**config.mk**
```make
export PLATFORM = sky130hd
export DESIGN_NAME = xbar_addr_route
export DESIGN_NICKNAME = d
export VERILOG_FILES = /design/src/rtl/xbar_pkg.sv /design/src/rtl/xbar_addr_decode.sv /design/src/rtl/xbar_decerr_resp.sv /design/src/rtl/xbar_slave_arb.sv /design/src/rtl/xbar_addr_route.sv
export SDC_FILE = /design/constraint.sdc
export NUM_CORES = 1
export LEC_CHECK = 0
export CAP_MARGIN = 20
export CORE_AREA = 2 2 98 100
export DETAILED_ROUTE_END_ITERATION = 8
export DIE_AREA = 0 0 100 102
export DONT_BUFFER_PORTS = 1
export GPL_TIMING_DRIVEN = 0
export MAX_ROUTING_LAYER = met4
export SYNTH_ARGS = -nofsm -noshare
export SYNTH_HDL_FRONTEND = slang
export SYNTH_SLANG_ARGS = --single-unit
export TNS_END_PERCENT = 1
```
**constraint.sdc**
```tcl
create_clock -name clk -period 3.1 [get_ports clk]
set_input_delay 0.62 -clock clk [delete_from_list [all_inputs] [get_ports clk]]
set_output_delay 0.62 -clock clk [all_outputs]
set_load 0.02 [all_outputs]
```
**src/rtl/xbar_pkg.sv**
```systemverilog
package xbar_pkg;

    localparam int DEF_NM = 2;
    localparam int DEF_NS = 5;
    localparam int DEF_AW = 32;

    // window 0 in the least significant word
    localparam logic [DEF_NS*DEF_AW-1:0] DEF_BASE = {
        32'h0000_0000, 32'h2000_0000, 32'h4C00_0000, 32'h5000_0000, 32'h6000_0000
    };
    localparam logic [DEF_NS*DEF_AW-1:0] DEF_MASK = {
        32'hFFFF_0000, 32'hFFFC_0000, 32'hFC00_0000, 32'hFFFF_F000, 32'hFFFF_F000
    };

    typedef enum logic {ARB_IDLE, ARB_LOCK} arb_state_e;
    typedef enum logic {ERR_QUIET, ERR_RESP} err_state_e;

endpackage

```
**src/rtl/xbar_addr_decode.sv**
```systemverilog
module xbar_addr_decode
    import xbar_pkg::*;
#(
    parameter int NS = DEF_NS,
    parameter int AW = DEF_AW,
    parameter logic [NS*AW-1:0] BASE = DEF_BASE,
    parameter logic [NS*AW-1:0] MASK = DEF_MASK
) (
    input  logic [AW-1:0] addr_i,
    output logic          hit_o,
    output logic [NS-1:0] sel_o
);

    // scan from the highest index down so the lowest matching index is kept
    always_comb begin
        sel_o = '0;
        hit_o = 1'b0;
        for (int i = NS - 1; i >= 0; i--) begin
            if ((addr_i & MASK[i*AW +: AW]) == (BASE[i*AW +: AW] & MASK[i*AW +: AW])) begin
                sel_o    = '0;
                sel_o[i] = 1'b1;
                hit_o    = 1'b1;
            end
        end
    end

endmodule

```
**src/rtl/xbar_decerr_resp.sv**
```systemverilog
module xbar_decerr_resp
    import xbar_pkg::*;
(
    input  logic clk,
    input  logic rst_n,
    input  logic miss_i,
    output logic err_o
);

    err_state_e st_q, st_d;

    always_ff @(posedge clk) begin
        if (!rst_n) st_q <= ERR_QUIET;
        else        st_q <= st_d;
    end

    always_comb begin
        st_d  = ERR_QUIET;
        err_o = 1'b0;
        unique case (st_q)
            ERR_QUIET: st_d = miss_i ? ERR_RESP : ERR_QUIET;
            ERR_RESP:  begin
                err_o = 1'b1;
                st_d  = ERR_QUIET;
            end
            default: st_d = ERR_QUIET;
        endcase
    end

endmodule

```
**src/rtl/xbar_slave_arb.sv**
```systemverilog
module xbar_slave_arb
    import xbar_pkg::*;
#(
    parameter int NM = DEF_NM
) (
    input  logic                               clk,
    input  logic                               rst_n,
    input  logic [NM-1:0]                      req_i,
    input  logic                               ready_i,
    output logic [NM-1:0]                      gnt_o,
    output logic [((NM > 1) ? $clog2(NM) : 1)-1:0] owner_o
);

    localparam int MW = (NM > 1) ? $clog2(NM) : 1;

    arb_state_e     st_q, st_d;
    logic [MW-1:0]  rr_q, own_q, pick, cur;
    logic           found, take;

    // rotating search starting at the pointer
    always_comb begin
        found = 1'b0;
        pick  = rr_q;
        for (int k = 0; k < NM; k++) begin
            if (!found && req_i[MW'((int'(rr_q) + k) % NM)]) begin
                found = 1'b1;
                pick  = MW'((int'(rr_q) + k) % NM);
            end
        end
    end

    always_comb begin
        take = 1'b0;
        cur  = rr_q;
        unique case (st_q)
            ARB_IDLE: begin
                take = found;
                cur  = pick;
            end
            ARB_LOCK: begin
                if (req_i[own_q]) begin
                    take = 1'b1;
                    cur  = own_q;
                end else begin
                    take = found;
                    cur  = pick;
                end
            end
            default: ;
        endcase
        st_d  = (take && !ready_i) ? ARB_LOCK : ARB_IDLE;
        gnt_o = '0;
        if (take) gnt_o[cur] = 1'b1;
        owner_o = cur;
    end

    always_ff @(posedge clk) begin
        if (!rst_n) begin
            st_q  <= ARB_IDLE;
            rr_q  <= '0;
            own_q <= '0;
        end else begin
            st_q <= st_d;
            if (take && !ready_i) own_q <= cur;
            if (take && ready_i)  rr_q  <= MW'((int'(cur) + 1) % NM);
        end
    end

    assert_gnt_onehot_R5: assert property (@(posedge clk) disable iff (!rst_n)
        $onehot0(gnt_o));

    assert_gnt_requested_R5: assert property (@(posedge clk) disable iff (!rst_n)
        (gnt_o != '0) |-> ((gnt_o & req_i) != '0));

    assert_gnt_hold_R7: assert property (@(posedge clk) disable iff (!rst_n)
        ((gnt_o != '0) && !ready_i) |=>
        ((($past(gnt_o) & req_i) == '0) || (gnt_o == $past(gnt_o))));

endmodule

```
**src/rtl/xbar_addr_route.sv**
```systemverilog
module xbar_addr_route
    import xbar_pkg::*;
#(
    parameter int NM = DEF_NM,
    parameter int NS = DEF_NS,
    parameter int AW = DEF_AW,
    parameter logic [NS*AW-1:0] SLV_BASE = DEF_BASE,
    parameter logic [NS*AW-1:0] SLV_MASK = DEF_MASK
) (
    input  logic             clk,
    input  logic             rst_n,
    input  logic [NM-1:0]    m_valid,
    input  logic [NM*AW-1:0] m_addr,
    output logic [NM-1:0]    m_ready,
    output logic [NM-1:0]    m_decerr,
    input  logic [NS-1:0]    s_ready,
    output logic [NS-1:0]    s_valid,
    output logic [NS*NM-1:0] s_gnt,
    output logic [NS*AW-1:0] s_addr
);

    localparam int MW = (NM > 1) ? $clog2(NM) : 1;

    logic [NM-1:0] hit;
    logic [NS-1:0] sel_m  [NM];
    logic [NM-1:0] req_s  [NS];
    logic [NM-1:0] gnt_s  [NS];
    logic [MW-1:0] own_s  [NS];
    logic [NM-1:0] gnt_to_m;

    for (genvar m = 0; m < NM; m++) begin : g_init
        xbar_addr_decode #(.NS(NS), .AW(AW), .BASE(SLV_BASE), .MASK(SLV_MASK)) u_dec (
            .addr_i (m_addr[m*AW +: AW]),
            .hit_o  (hit[m]),
            .sel_o  (sel_m[m])
        );
        xbar_decerr_resp u_err (
            .clk    (clk),
            .rst_n  (rst_n),
            .miss_i (m_valid[m] && !hit[m]),
            .err_o  (m_decerr[m])
        );

        assert_decerr_latency_R3: assert property (@(posedge clk) disable iff (!rst_n)
            (m_valid[m] && !hit[m] && !m_decerr[m]) |=> m_decerr[m]);

        assert_decerr_nosel_R3: assert property (@(posedge clk) disable iff (!rst_n)
            (m_valid[m] && !hit[m]) |-> !gnt_to_m[m]);

        assert_ready_needs_valid_R8: assert property (@(posedge clk) disable iff (!rst_n)
            m_ready[m] |-> m_valid[m]);
    end

    always_comb begin
        for (int s = 0; s < NS; s++) begin
            for (int m = 0; m < NM; m++) begin
                req_s[s][m] = m_valid[m] & sel_m[m][s];
            end
        end
    end

    for (genvar s = 0; s < NS; s++) begin : g_targ
        xbar_slave_arb #(.NM(NM)) u_arb (
            .clk     (clk),
            .rst_n   (rst_n),
            .req_i   (req_s[s]),
            .ready_i (s_ready[s]),
            .gnt_o   (gnt_s[s]),
            .owner_o (own_s[s])
        );
        assign s_gnt[s*NM +: NM] = gnt_s[s];
        assign s_valid[s]        = |gnt_s[s];

        assert_no_idle_target_R4: assert property (@(posedge clk) disable iff (!rst_n)
            (req_s[s] != '0) |-> s_valid[s]);
    end

    always_comb begin
        m_ready  = '0;
        gnt_to_m = '0;
        for (int s = 0; s < NS; s++) begin
            s_addr[s*AW +: AW] = m_addr[int'(own_s[s])*AW +: AW];
            for (int m = 0; m < NM; m++) begin
                if (gnt_s[s][m]) begin
                    gnt_to_m[m] = 1'b1;
                    if (s_ready[s]) m_ready[m] = 1'b1;
                end
            end
        end
    end

endmodule

```
==> results of run 1 <==
==> cell families after synthesis <==
group	share of synthesized area
DFF	0.0953
AOI/OAI and AO/OA	0.126
buffers and inverters	0.0693
and+or+nand+nor	0.221
muxes	0.489
==> sequential cells by signal, summed over array words and instances (netlist names) <==
signal              count
g_init.u_err.st_q       2
g_targ.u_arb.own_q      5
g_targ.u_arb.rr_q       5
g_targ.u_arb.st_q       5
==> final cells by class <==
| cell class | instances | area (sq um) |
|---|---|---|
| Clock inverter | 1 | 5.00 |
| Clock buffer | 3 | 41.3 |
| Buffer | 29 | 249 |
| Tap cell | 111 | 139 |
| Sequential cell | 17 | 340 |
| Timing Repair Buffer | 12 | 90.1 |
| Inverter | 20 | 75.1 |
| Multi-Input combinational cell | 346 | 3190 |
| Fill cell | 888 | 4980 |
==> worst max-delay path by stage <==
stage | slack (ps) | depth (start not counted) | to | startpoint
5_1_grt | -70 | 7 | m_ready[1] | m_addr[26]
4_1_cts | -100 | 6 | s_addr[99] | m_addr[60]
6_report | -50 | 6 | s_addr[67] | m_addr[60]
3_5_place_dp | -750 | 6 | s_addr[52] | m_addr[44]
3_3_place_gp | -740 | 6 | s_addr[72] | m_addr[60]
2_1_floorplan | 4 | 6 | s_addr[13] | m_addr[56]
==> per-layer routing <==
layer | share of wire | wire length (um) | track usage
met5 | 0 | 0 | -
met4 | 0.037 | 576 | 0.0875
met3 | 0.095 | 1480 | 0.0711
met2 | 0.49 | 7650 | 0.476
met1 | 0.38 | 5840 | 0.358
==> power breakdown <==
group	total, mW	switching, mW	internal [mW]	leakage [nW]
Combinational	0.356	0.239	0.117	1.32
Sequential	0.221	0.000934	0.220	0.137
Clock	0.179	0.0897	0.0894	0.0255
==> cell usage in the layout, fill, tap and decap left out, types with 3 or more instances in the layout <==
| master | instances |
|---|---|
| nand3b_1 | 3 |
| buf_4 | 17 |
| mux2_4 | 13 |
| mux2_2 | 139 |
| inv_1 | 20 |
| o32ai_1 | 3 |
| o211ai_1 | 5 |
| clkbuf_1 | 7 |
| nor4_4 | 4 |
| o21ai_0 | 3 |
| nor2b_1 | 7 |
| dfxtp_1 | 17 |
| nor4_1 | 4 |
| nand4_1 | 12 |
| clkbuf_8 | 3 |
| buf_6 | 8 |
| nand2_1 | 12 |
| nand2b_1 | 6 |
| nor2_1 | 17 |
| nor3_2 | 4 |
| clkbuf_2 | 3 |
| o21ai_1 | 8 |
| a21oi_1 | 10 |
| nand3_1 | 15 |
| and3_1 | 6 |
| nor3_1 | 9 |
==> worst register-to-register path: stages (launching register included) <==
cell and delay (ps):
dfxtp_1 420, nand3_1 150, o32ai_1 800, a21bo_2 260, a21oi_1 60
==> repair_timing <==
item	in CTS	in global routing
hold buffers	0	0
pin swaps	5	8
endpoints found under the setup margin	165	153
resized for setup	46	28
setup buffers	8	4
hold endpoints to repair	0	0
==> stage by stage <==
| stage | total power [mW] | area, sq um | setup TNS (ps) |
|---|---|---|---|
| 6_report | 0.756 | 4130 | -707 |
| 5_1_grt | 0.780 | 4130 | -3440 |
| 4_1_cts | 0.753 | 4000 | -3750 |
| 3_5_place_dp | 0.569 | 3720 | -78810 |
| 3_3_place_gp | 0.567 | 3720 | -78120 |
| 2_1_floorplan | 0.529 | 3580 | 0 |
==> results.sh, run 1 <==
export IMPL_run_status="finished with violations"
export IMPL_violations="negative setup slack"
export IMPL_chipHeight_um=102
export IMPL_drive_gt1_frac=0.521
export IMPL_cts_tree="done"
export IMPL_dp_cells=524
export IMPL_hold_ws_ps=424
export IMPL_syn_avg_cell_area_sq_um=8.65
export IMPL_hold_depth=1
export IMPL_synth_ff_latch_count=17
export IMPL_wirelength_um=15500
export IMPL_cp_arrival_ps=2530
export IMPL_grt_max_degree=11
export IMPL_fin_util=0.454
export IMPL_drtAntennaViolNets=0
export IMPL_htreeDepth=1
export IMPL_grt_pass1_vias=3452
export IMPL_cp_slowest_cell="nor4bb_4"
export IMPL_synth_most_common_cell="mux2_2"
export IMPL_slew_headroom=0.367
export IMPL_instances_no_fill=539
export IMPL_cts_root_buf="clkbuf_8"
export IMPL_critPathBufInv=2
export IMPL_crit_path_end_kind="primary output"
export IMPL_yosys_top_cells_count="143 x mux2_2, 20 x inv_1, 19 x nor2_1, 17 x dfxtp_1"
export IMPL_period_share=1.02
export IMPL_synth_async_reset_ratio=0
export IMPL_crit_path_max_fanout=10
export IMPL_vias=3741
export IMPL_ys_top_cells_by_area="mux2_2 45%, dfxtp_1 9.5%, mux2_4 3.8%, inv_1 2.1%, nand3_1 2.1%"
export IMPL_die_x_um=100
export IMPL_ys_warnings_count=0
export IMPL_cts_made_buffers=3
export IMPL_critPathTopFamily="compound AO/OA/AOI/OAI gates"
export IMPL_path_clk_slew_ps=80
export IMPL_min_path_type="in2reg"
export IMPL_nets=502
export IMPL_r2r_end="g_targ[3].u_arb.rr_q$_SDFFE_PN0P_"
export IMPL_drtIter0Drc=362
export IMPL_required_ps=2480
export IMPL_drc=0
export IMPL_hpwl_um=12200
export IMPL_synth_edff_count=0
export IMPL_grt_first_pass_wirelength_um=21900
export IMPL_detailedRoute_firstPassIterationCount=5
export IMPL_antenna_found_initial=0
export IMPL_startpoint_type="input pin"
export IMPL_min_period_ps=3150
export IMPL_synth_ff_type="dfxtp_1"
export IMPL_maxSlewViolCount=0
export IMPL_numClockSinks=17
export IMPL_avgRoutedWirePerCell_um=28.8
export IMPL_final_setup_skew_ps=4.37
export IMPL_synthesis_area_sq_mm=0.00357
export IMPL_place_gp_congestion=0.972
export IMPL_place_ws_ps=-754
export IMPL_max_stage_delay_ps=510
export IMPL_synth_nets=486
export IMPL_worstPathCellList="clkbuf_2 -> nor4bb_4 -> a31oi_4 -> a21oi_4 -> buf_4 -> mux2_2"
export IMPL_hold_viol=0
export IMPL_yosys_cell_types_count=63
export IMPL_worstReg2RegStart="g_targ[3].u_arb.st_q$_SDFF_PN0_"
export IMPL_die_area_sq_mm=0.0102
export IMPL_hold_start="s_ready[1]"
export IMPL_vdd_drop_max_mv=0.126
export IMPL_fmax_mhz=317
export IMPL_max_cap_violations=0
export IMPL_grt_total_usage=0.291
export IMPL_rsz0062_at_grt="true"
export IMPL_io_pins=252
export IMPL_whs_endpoint="g_targ[1].u_arb.st_q$_SDFF_PN0_"
export IMPL_setup_viol=32
export IMPL_synth_cells=413
export IMPL_syn_to_final_growth_pct=15.7
export IMPL_fin_ws_ps=-50.1
export IMPL_rrSetupSlack_ps=1270
export IMPL_diodes=0
export IMPL_grt_overflow=0
export IMPL_ys_seq_area_frac=0.0953
export IMPL_synth_top_area_cell="mux2_2"
export IMPL_powerDensity_mw_per_mm2=183
export IMPL_cts_buffer_depth=2
export IMPL_viasPerCell=6.94
export IMPL_crit_type="in2out"
export IMPL_p_leak_nw=1.48
export IMPL_rr_worst_depth=4
export IMPL_initial_core_util=0.392
export IMPL_clkLatencyLatePin_ps=260
export IMPL_netlist_area_leader_share=0.451
export IMPL_tightestPinTransition_ps=946
export IMPL_rows=35
export IMPL_io_buffers=0
export IMPL_core_area_sq_mm=0.00911
(Power assumes the default switching activity.)
==> run 2: changes to the inputs <==
- ABC_AREA: not set -> 1
- CORE_AREA: 2 2 98 100 -> 2 2 96 98
- DIE_AREA: 0 0 100 102 -> 0 0 98 100
==> run 2 against run 1 <==
Compared with the run above: the run still ends with negative setup slack left; sequential share of layout area is 1.6 points higher; power is 0.12% lower; core utilization fell by 6.6 points; worst hold slack better by 65 ps; flip-flop and latch count stayed put; via count rose by 15%; fmax up 1.1%; critical path depth grew 2; first-iteration DRC count decreased by 9.4%; synthesized area shrank 9.7%; register-to-register slack improved by 330 ps; critical path type unchanged.
==> results.sh, run 2 <==
export IMPL_min_period_ps=3110
export IMPL_vdd_drop_max_mv=0.250
export IMPL_synthesis_area_sq_mm=0.00323
export IMPL_hold_ws_ps=489
export IMPL_crit_path_end_kind="primary output"
export IMPL_violations="negative setup slack"
export IMPL_drtIter0Drc=328
export IMPL_cp_arrival_ps=2490
export IMPL_syn_avg_cell_area_sq_um=5.16
export IMPL_htreeDepth=1
export IMPL_period_share=1.00
export IMPL_drc=0
export IMPL_synth_top_area_cell="nand2_1"
export IMPL_rows=35
export IMPL_antenna_found_initial=0
export IMPL_reg_largest_list="g_targ.u_arb.own_q: 5 flops, g_targ.u_arb.rr_q: 5 flops, g_targ.u_arb.st_q: 5 flops"
export IMPL_cts_resized=8
export IMPL_grt_overflow=0
export IMPL_ys_warnings_count=0
export IMPL_tightestPinTransition_ps=777
export IMPL_fmax_mhz=321
export IMPL_cts_root_buf="clkbuf_8"
export IMPL_run_status="finished with violations"
export IMPL_synth_nets=698
export IMPL_cts_made_buffers=3
export IMPL_startpoint_type="input pin"
export IMPL_wirelength_um=15900
export IMPL_cts_tree="done"
export IMPL_path_clk_slew_ps=70
export IMPL_cts_buffer_depth=2
export IMPL_grt_pass1_vias=3695
export IMPL_powerDensity_mw_per_mm2=219
export IMPL_detailedRoute_firstPassIterationCount=6
export IMPL_slew_headroom=0.477
export IMPL_max_cap_violations=0
export IMPL_drtAntennaViolNets=0
export IMPL_multi_input_area_sq_mm=0.00237
export IMPL_netlist_area_leader_share=0.241
export IMPL_die_area_sq_mm=0.00980
export IMPL_core_area_sq_mm=0.00889
export IMPL_crit_type="in2out"
export IMPL_synth_ff_latch_count=17
export IMPL_diodes=0
export IMPL_initial_core_util=0.363
export IMPL_place_ws_ps=-106
export IMPL_nets=703
export IMPL_viasPerCell=5.82
export IMPL_crit_path_max_fanout=10
export IMPL_num_fill_cells=1046
export IMPL_synth_most_common_cell="nand2_1"
export IMPL_synth_ff_type="dfxtp_1"
export IMPL_io_pins=252
export IMPL_grt_max_degree=11
export IMPL_p_leak_nw=1.78
export IMPL_hpwl_um=12700
export IMPL_fin_ws_ps=-14.5
export IMPL_yosys_top_cells_count="207 x nand2_1, 98 x o21ai_0, 59 x inv_1, 58 x nor2_1, 51 x o21ai_1"
export IMPL_synth_async_reset_ratio=0
export IMPL_die_x_um=98
export IMPL_maxSlewViolCount=0
export IMPL_yosys_cell_types_count=32
export IMPL_drive_gt1_frac=0.159
export IMPL_ctsHoldBuffers=0
export IMPL_hold_viol=0
export IMPL_io_buffers=0
export IMPL_ys_seq_area_frac=0.106
export IMPL_final_common_cell="nand2_1"
export IMPL_tns_ps=-14.5
export IMPL_place_gp_congestion=0.969
export IMPL_ys_top_cells_by_area="nand2_1 24%, o21ai_0 15%, dfxtp_1 11%, o21ai_1 7.9%, inv_1 6.9%"
export IMPL_synth_cells=625
export IMPL_setup_viol=1
export IMPL_syn_to_final_growth_pct=6.90
export IMPL_regArea_sq_um=340
export IMPL_numClockSinks=17
export IMPL_grt_first_pass_wirelength_um=22700
export IMPL_finalPower_uw=755
export IMPL_avgRoutedWirePerCell_um=21.5
export IMPL_dp_cells=736
export IMPL_min_path_type="reg2reg"
export IMPL_chipHeight_um=100
export IMPL_rsz0062_at_grt="true"
export IMPL_cts_setup_buffers=0
export IMPL_rrSetupSlack_ps=1600
export IMPL_final_setup_skew_ps=1.17
export IMPL_required_ps=2480
export IMPL_grt_total_usage=0.307
export IMPL_final_cell_mix="207 x nand2_1, 95 x o21ai_1, 59 x inv_1"
export IMPL_instances_no_fill=740
export IMPL_vias=4304
export IMPL_clkLatencyLatePin_ps=250
export IMPL_synth_edff_count=0
-- run 2: final cells by class --
type	instances	share of cell area
inverter	66	0.0718
multi-input combinational	501	0.688
sequential	17	0.0987
buffer	41	0.0882
tap	111	0.0403
clock buffer	4	0.0131
-- run 2: report_power, final --
group          switching (mW)  total [mW]  internal [mW]
clock network          0.0793       0.171         0.0912
logic                   0.288       0.363         0.0751
registers             0.00147       0.221          0.220
-- run 2: final timing paths --
| check | startpoint | end | cells past startpoint |
|---|---|---|---|
| max | m_addr[50] | s_addr[62] | 8 |
| min | g_targ[3].u_arb.own_q$_SDFFE_PN0P_ | g_targ[3].u_arb.own_q$_SDFFE_PN0P_ | 2 |
| max reg2reg | g_targ[0].u_arb.own_q$_SDFFE_PN0P_ | g_targ[0].u_arb.rr_q$_SDFFE_PN0P_ | 8 |
| min reg2reg | g_targ[3].u_arb.own_q$_SDFFE_PN0P_ | g_targ[3].u_arb.own_q$_SDFFE_PN0P_ | 2 |
-- run 2: cell families after synthesis --
family	after synthesis	synth area share
AO/OA/AOI/OAI	179	0.300
AND/OR/NAND/NOR	322	0.424
buffers and inverters	107	0.170
flip-flops	17	0.106
-- run 2: per-stage QoR --
step / utilization / cell area [sq um]
6_report: 0.388 / 3450
2_1_floorplan: - / 3230
3_3_place_gp: 0.378 / 3360
4_1_cts: 0.384 / 3410
5_1_grt: 0.388 / 3450
3_5_place_dp: 0.378 / 3360
-- run 2: layer usage --
layer  up-vias  share of wire  GRT usage
li1       2023              -          -
met1      1937           0.39      0.375
met2       292           0.48      0.518
met4         0          0.035     0.0823
met3        52           0.10     0.0627
met5         -              0          -
-- run 2: critical path: stages --
cell and delay [ps]:
nor2_1 270, nand3_1 180, nor2_4 190, nand4_1 160
nand2_1 140, nand2_2 120, buf_2 200, o21ai_0 620
